**src/rtl/uart_route_pkg.sv**
```systemverilog
package uart_route_pkg;
  typedef enum logic [1:0] {
    RT_NORMAL = 2'b00,
    RT_ECHO   = 2'b01,
    RT_LOCAL  = 2'b10,
    RT_REMOTE = 2'b11
  } route_mode_e;

  // relay routes resend received data on the transmit line
  function automatic logic is_relay(route_mode_e m);
    return (m == RT_ECHO) || (m == RT_REMOTE);
  endfunction
endpackage

```
**src/rtl/route_exit_hold.sv**
```systemverilog
module route_exit_hold
  import uart_route_pkg::*;
(
  input  logic        clk,
  input  logic        rst,
  input  route_mode_e mode_sel,
  input  logic        tx_enable,
  input  logic        stop_seen,
  input  logic        stop_sent,
  output route_mode_e path_mode
);
  logic        hold_q;
  route_mode_e held_q;
  logic        arm;

  assign arm = stop_seen && tx_enable && is_relay(mode_sel);

  always_ff @(posedge clk) begin
    if (rst) begin
      hold_q <= 1'b0;
      held_q <= RT_NORMAL;
    end else if (stop_sent) begin
      hold_q <= 1'b0;
    end else if (arm) begin
      hold_q <= 1'b1;
      held_q <= mode_sel;
    end else if (hold_q && is_relay(mode_sel)) begin
      held_q <= mode_sel;
    end
  end

  // transmit side keeps the relay path while the hold is armed
  assign path_mode = (hold_q && !is_relay(mode_sel)) ? held_q : mode_sel;


  hold_arm_chk: assert property (@(posedge clk) disable iff (rst)
    (arm && !stop_sent) |=> hold_q);

  hold_clear_chk: assert property (@(posedge clk) disable iff (rst)
    stop_sent |=> !hold_q);

  hold_idle_chk: assert property (@(posedge clk) disable iff (rst)
    (!hold_q && !arm) |=> !hold_q);
endmodule

```
**src/rtl/route_serial_mux.sv**
```systemverilog
module route_serial_mux
  import uart_route_pkg::*;
(
  input  logic        clk,
  input  logic        rst,
  input  route_mode_e path_mode,
  input  route_mode_e rx_mode,
  input  logic        rxd_pin,
  input  logic        tx_ser,
  input  logic        rx_reclk,
  input  logic        rx_clk_en,
  input  logic        tx_clk_en,
  output logic        txd_q,
  output logic        rx_line_q,
  output logic        tx_bit_q,
  output logic        rx_bit_q
);
  logic txd_d, rx_line_d, tx_bit_d, rx_bit_d;

  always_comb begin
    case (path_mode)
      RT_NORMAL: txd_d = tx_ser;
      RT_LOCAL:  txd_d = 1'b1;
      default:   txd_d = rx_reclk;
    endcase
    tx_bit_d  = is_relay(path_mode) ? rx_clk_en : tx_clk_en;
    rx_line_d = (rx_mode == RT_LOCAL) ? tx_ser : rxd_pin;
    rx_bit_d  = (rx_mode == RT_LOCAL) ? tx_clk_en : rx_clk_en;
  end

  always_ff @(posedge clk) begin
    if (rst) begin
      txd_q     <= 1'b1;
      rx_line_q <= 1'b1;
      tx_bit_q  <= 1'b0;
      rx_bit_q  <= 1'b0;
    end else begin
      txd_q     <= txd_d;
      rx_line_q <= rx_line_d;
      tx_bit_q  <= tx_bit_d;
      rx_bit_q  <= rx_bit_d;
    end
  end


  local_txd_chk: assert property (@(posedge clk) disable iff (rst)
    (path_mode == RT_LOCAL) |=> txd_q);

  local_rx_chk: assert property (@(posedge clk) disable iff (rst)
    (rx_mode == RT_LOCAL) |=> (rx_line_q == $past(tx_ser)));

  relay_txd_chk: assert property (@(posedge clk) disable iff (rst)
    is_relay(path_mode) |=> (txd_q == $past(rx_reclk) && tx_bit_q == $past(rx_clk_en)));
endmodule

```
**src/rtl/route_cpu_gate.sv**
```systemverilog
module route_cpu_gate
  import uart_route_pkg::*;
#(
  parameter int ERR_W = 3
) (
  input  logic             clk,
  input  logic             rst,
  input  route_mode_e      path_mode,
  input  route_mode_e      rx_mode,
  input  logic             tx_ready_in,
  input  logic             tx_empty_in,
  input  logic             cpu_tx_wr,
  input  logic             rx_avail_in,
  input  logic [ERR_W-1:0] rx_err_in,
  output logic             tx_ready_q,
  output logic             tx_empty_q,
  output logic             tx_wr_q,
  output logic             rx_avail_q,
  output logic [ERR_W-1:0] rx_err_q
);
  logic tx_cut, rx_cut;

  assign tx_cut = (path_mode == RT_ECHO);
  assign rx_cut = (rx_mode == RT_REMOTE);

  always_ff @(posedge clk) begin
    if (rst) begin
      tx_ready_q <= 1'b0;
      tx_empty_q <= 1'b0;
      tx_wr_q    <= 1'b0;
      rx_avail_q <= 1'b0;
      rx_err_q   <= '0;
    end else begin
      tx_ready_q <= tx_ready_in && !tx_cut;
      tx_empty_q <= tx_empty_in && !tx_cut;
      tx_wr_q    <= cpu_tx_wr && !tx_cut;
      rx_avail_q <= rx_avail_in && !rx_cut;
      rx_err_q   <= rx_cut ? '0 : rx_err_in;
    end
  end


  echo_tx_block_chk: assert property (@(posedge clk) disable iff (rst)
    (path_mode == RT_ECHO) |=> (!tx_ready_q && !tx_empty_q && !tx_wr_q));

  remote_rx_block_chk: assert property (@(posedge clk) disable iff (rst)
    (rx_mode == RT_REMOTE) |=> (!rx_avail_q && rx_err_q == '0));
endmodule

```
**src/rtl/uart_loop_router.sv**
```systemverilog
module uart_loop_router
  import uart_route_pkg::*;
#(
  parameter int ERR_W = 3
) (
  input  logic             clk,
  input  logic             rst,
  input  logic [1:0]       route_sel,
  input  logic             tx_enable,
  input  logic             stop_seen,
  input  logic             stop_sent,
  input  logic             rxd_pin,
  input  logic             tx_ser,
  input  logic             rx_reclk,
  input  logic             rx_clk_en,
  input  logic             tx_clk_en,
  input  logic             tx_ready_in,
  input  logic             tx_empty_in,
  input  logic             cpu_tx_wr,
  input  logic             rx_avail_in,
  input  logic [ERR_W-1:0] rx_err_in,
  output logic             txd_pin,
  output logic             rx_line,
  output logic             tx_bit_en,
  output logic             rx_bit_en,
  output logic             tx_ready,
  output logic             tx_empty,
  output logic             tx_wr_ok,
  output logic             rx_avail_out,
  output logic [ERR_W-1:0] rx_err_out
);
  route_mode_e rx_mode, path_mode;

  assign rx_mode = route_mode_e'(route_sel);

  route_exit_hold u_hold (
    .clk(clk), .rst(rst), .mode_sel(rx_mode), .tx_enable(tx_enable),
    .stop_seen(stop_seen), .stop_sent(stop_sent), .path_mode(path_mode)
  );

  route_serial_mux u_mux (
    .clk(clk), .rst(rst), .path_mode(path_mode), .rx_mode(rx_mode),
    .rxd_pin(rxd_pin), .tx_ser(tx_ser), .rx_reclk(rx_reclk),
    .rx_clk_en(rx_clk_en), .tx_clk_en(tx_clk_en),
    .txd_q(txd_pin), .rx_line_q(rx_line), .tx_bit_q(tx_bit_en), .rx_bit_q(rx_bit_en)
  );

  route_cpu_gate #(.ERR_W(ERR_W)) u_gate (
    .clk(clk), .rst(rst), .path_mode(path_mode), .rx_mode(rx_mode),
    .tx_ready_in(tx_ready_in), .tx_empty_in(tx_empty_in), .cpu_tx_wr(cpu_tx_wr),
    .rx_avail_in(rx_avail_in), .rx_err_in(rx_err_in),
    .tx_ready_q(tx_ready), .tx_empty_q(tx_empty), .tx_wr_q(tx_wr_ok),
    .rx_avail_q(rx_avail_out), .rx_err_q(rx_err_out)
  );


  reset_idle_chk: assert property (@(posedge clk)
    $past(rst) |-> (txd_pin && rx_line && !tx_bit_en && !tx_wr_ok && !rx_avail_out));
endmodule

```
**config.mk**
```make
export PLATFORM = sky130hd
export DESIGN_NAME = uart_loop_router
export DESIGN_NICKNAME = d
export VERILOG_FILES = /design/src/rtl/uart_route_pkg.sv /design/src/rtl/route_exit_hold.sv /design/src/rtl/route_serial_mux.sv /design/src/rtl/route_cpu_gate.sv /design/src/rtl/uart_loop_router.sv
export SDC_FILE = /design/constraint.sdc
export NUM_CORES = 1
export LEC_CHECK = 0
export BUFFER_PORTS_ARGS = -buffer_cell sky130_fd_sc_hd__buf_2
export CAP_MARGIN = 20
export CORE_AREA = 3 3 40 42
export CTS_CLUSTER_DIAMETER = 50
export DETAILED_ROUTE_END_ITERATION = 8
export DIE_AREA = 0 0 43 45
export PLACE_DENSITY_LB_ADDON = 0.05
export SLEW_MARGIN = 20
export SYNTH_ARGS = -nofsm -noshare
export SYNTH_HDL_FRONTEND = slang
export SYNTH_SLANG_ARGS = --single-unit
```
**constraint.sdc**
```tcl
create_clock -name clk -period 1.3 [get_ports clk]
set_clock_uncertainty 0.2 [all_clocks]
set_input_delay 0.195 -clock clk [delete_from_list [all_inputs] [get_ports clk]]
set_output_delay 0.195 -clock clk [all_outputs]
set_load 0.005 [all_outputs]
```
==> results_dict.tcl <==
set metrics [dict create \
    syn_nets 66 \
    synthCells 47 \
    slew-limit-headroom 0.831 \
    crit_path_max_incr_delay_ps 530 \
    syn_avg_cell_area_um2 10.8 \
    multi_input_area_um2 230 \
    setup_viol 0 \
    initial_core_util 0.395 \
    path_cells "dlygate4sd3_1, buf_2, nor3b_4, mux2i_1" \
    instances_no_fill 105 \
    grt_pass1_vias 430 \
    met2WireLength_um 564 \
    detail-route-antenna-nets 0 \
    ys_seq_elements 14 \
    top_layer_used "met4" \
    overflow 0 \
    cpLargestDelayFamily "buffers and inverters" \
    cts_buffer_depth 2 \
    port_buffers 29 \
    yosysUniqueCellTypes 19 \
    max-vdd-ir-drop_v 0.000541 \
    crit_type "in -> reg" \
    core_area_um2 1280 \
    yosys_warnings 0 \
    cp-start-kind "input pin" \
    wl_um 1140 \
    grt_pass1_wl_um 1790 \
    max_slew.worst_pin.slew_ps 253 \
    area.sequential_um2 282 \
    num_antenna_cells 0 \
    path_clk_slew_ps 80 \
    cap_violations 0 \
    status "completed" \
    yosys-top-cells-area "dfxtp_1 (55%), and2_1 (8.6%), mux2i_1 (5.9%), a21oi_1 (3.9%), nor3_1 (3.0%)" \
    wl_per_cell_um 10.8 \
    fill_cells 112 \
    routed_via_density 4.44 \
    synth_top_area_share 0.552 \
    drive_gt1_frac 0.422 \
    fin_nets 111 \
    p_leak_nw 0.382 \
    insertion_delay_ps 270 \
    worstPathRequired_ps 1300 \
    dr.pass1.iters 1 \
    critPathMaxFanout 2 \
    cts_made_buffers 3 \
    place_hpwl_um 758 \
    cts_tree "done" \
    routed-via-count 466 \
    grt_max_degree 12 \
    ctsRootBufferMaster "clkbuf_4" \
    dieArea_um2 1940 \
    io_pins 30 \
    min_path_type "in -> reg" \
    power.density_nw_per_um2 1000 \
    maxSlewViolCount 0 \
    ys_seq_area_frac 0.552 \
    clock_sinks 14 \
    post-route-util 0.637 \
    track_usage 0.125 \
    route.met3.wl_um 79 \
    syn-cell-area_um2 508 \
    crit_slowest_cell "dlygate4sd3_1" \
    gp_congestion 0.754 \
    rows 13 \
    yosysTopAreaCell "dfxtp_1" \
    post_cts_buffers 0 \
    hold_ws_ps 38.8 \
    max_freq_ghz 0.793 \
    route.detailed.drc 0 \
    area_growth_pct 61.1 \
    cp.buffers_inverters 2 \
    setup_tns_ps 0 \
    rsz0062_at_grt "false" \
    worstPathArrival_ps 1260 \
    period_share 0.970 \
    drt_iter0_markers 0 \
    antenna_found_initial 0 \
    cp-end-kind "flip-flop" \
    fp.dieW_um 43 \
    cts_max_level 1 \
    die_y_um 45 \
    period_minus_slack_ps 1260 \
    place_inst 90 \
    wl_met1_um 483 \
    hold_viol 0 \
]
layout by cell type, fill, tap and decap left out, types with 2 or more instances in the layout:
cell | netlist | final
nor2_1 | 2 | 2
dfxtp_1 | 14 | 13
a21oi_1 | 4 | 4
and2_1 | 7 | 7
nor3_1 | 3 | 3
clkbuf_4 | 0 | 3
mux2i_1 | 3 | 3
nand2b_1 | 2 | 2
buf_2 | 0 | 29
dlygate4sd3_1 | 0 | 12
state kept, by name (all words and copies together) (netlist names):
signal	count
u_hold.held_q	2
u_mux.txd_q	1
u_mux.tx_bit_q	1
u_mux.rx_line_q	1
u_gate.tx_empty_q	1
u_gate.tx_ready_q	1
u_mux.rx_bit_q	1
u_gate.rx_avail_q	1
u_gate.rx_err_q	3
u_gate.tx_wr_q	1
u_hold.hold_q	1
power by group:
group	switching, mW	leakage (nW)	internal [mW]
combinational	0.0492	0.252	0.0821
sequential	0.00700	0.116	0.451
clock	0.123	0.0138	0.107
total	0.180	0.382	0.640
cells by family after synthesis:
group,synth area share
buffers and inverters,0.00738
muxes,0.0591
DFF,0.552
AOI/OAI and AO/OA,0.131
and+or+nand+nor,0.251
Yosys cell counts:
cell type	count
dfxtp_1	14
nor2b_1	1
and2_1	7
a31oi_1	1
a311oi_2	1
o21ba_2	1
nor2_1	2
a21oi_1	4
o22ai_1	1
and2b_1	1
a211o_1	1
nor3_1	3
or2b_1	1
clkbuf_1	1
nand2b_1	2
nor3b_2	1
nor2_2	1
nor2b_2	1
mux2i_1	3
through the flow:
stage / worst slack (ps) / power (mW) / area (um^2)
floorplan: 197 / 0.514 / 508
global placement: 101 / 0.570 / 668
detailed placement: 73.8 / 0.570 / 668
CTS: 24.3 / 0.828 / 811
global route: 13.8 / 0.869 / 818
finish: 39.2 / 0.820 / 818
per-layer routing:
metal  up-vias  track usage
met3         2       0.0359
li1        251            -
met5         -            0
met1       194        0.141
met2        19        0.222
met4         0       0.0542
area by class of cell:
| type | count | share of cell area |
|---|---|---|
| timing repair buffer | 41 | 0.324 |
| multi-input combinational | 32 | 0.281 |
| sequential | 14 | 0.344 |
| tap | 15 | 0.0229 |
| clock buffer | 3 | 0.0275 |
timing repair:
| action | CTS | global route |
|---|---|---|
| hold buffers | 12 | 0 |
| endpoints found under the hold margin | 12 | 0 |
| gates resized for setup | 0 | 2 |
| endpoints found under the setup margin | 0 | 2 |
worst paths after layout:
| kind | from | endpoint | slack [ps] | cells past startpoint |
|---|---|---|---|---|
| hold / removal | rst | u_mux.rx_bit_q$_SDFF_PP0_ | 40 | 2 |
| setup / recovery | stop_sent | u_hold.held_q[1]$_SDFFE_PP0P_ | 40 | 4 |
| setup reg to reg | u_hold.hold_q$_SDFFE_PP0N_ | u_hold.held_q[0]$_SDFFE_PP0P_ | 150 | 3 |
| hold reg to reg | u_hold.held_q[1]$_SDFFE_PP0P_ | u_hold.held_q[1]$_SDFFE_PP0P_ | 310 | 2 |
Power figures use the tool's default switching activity.
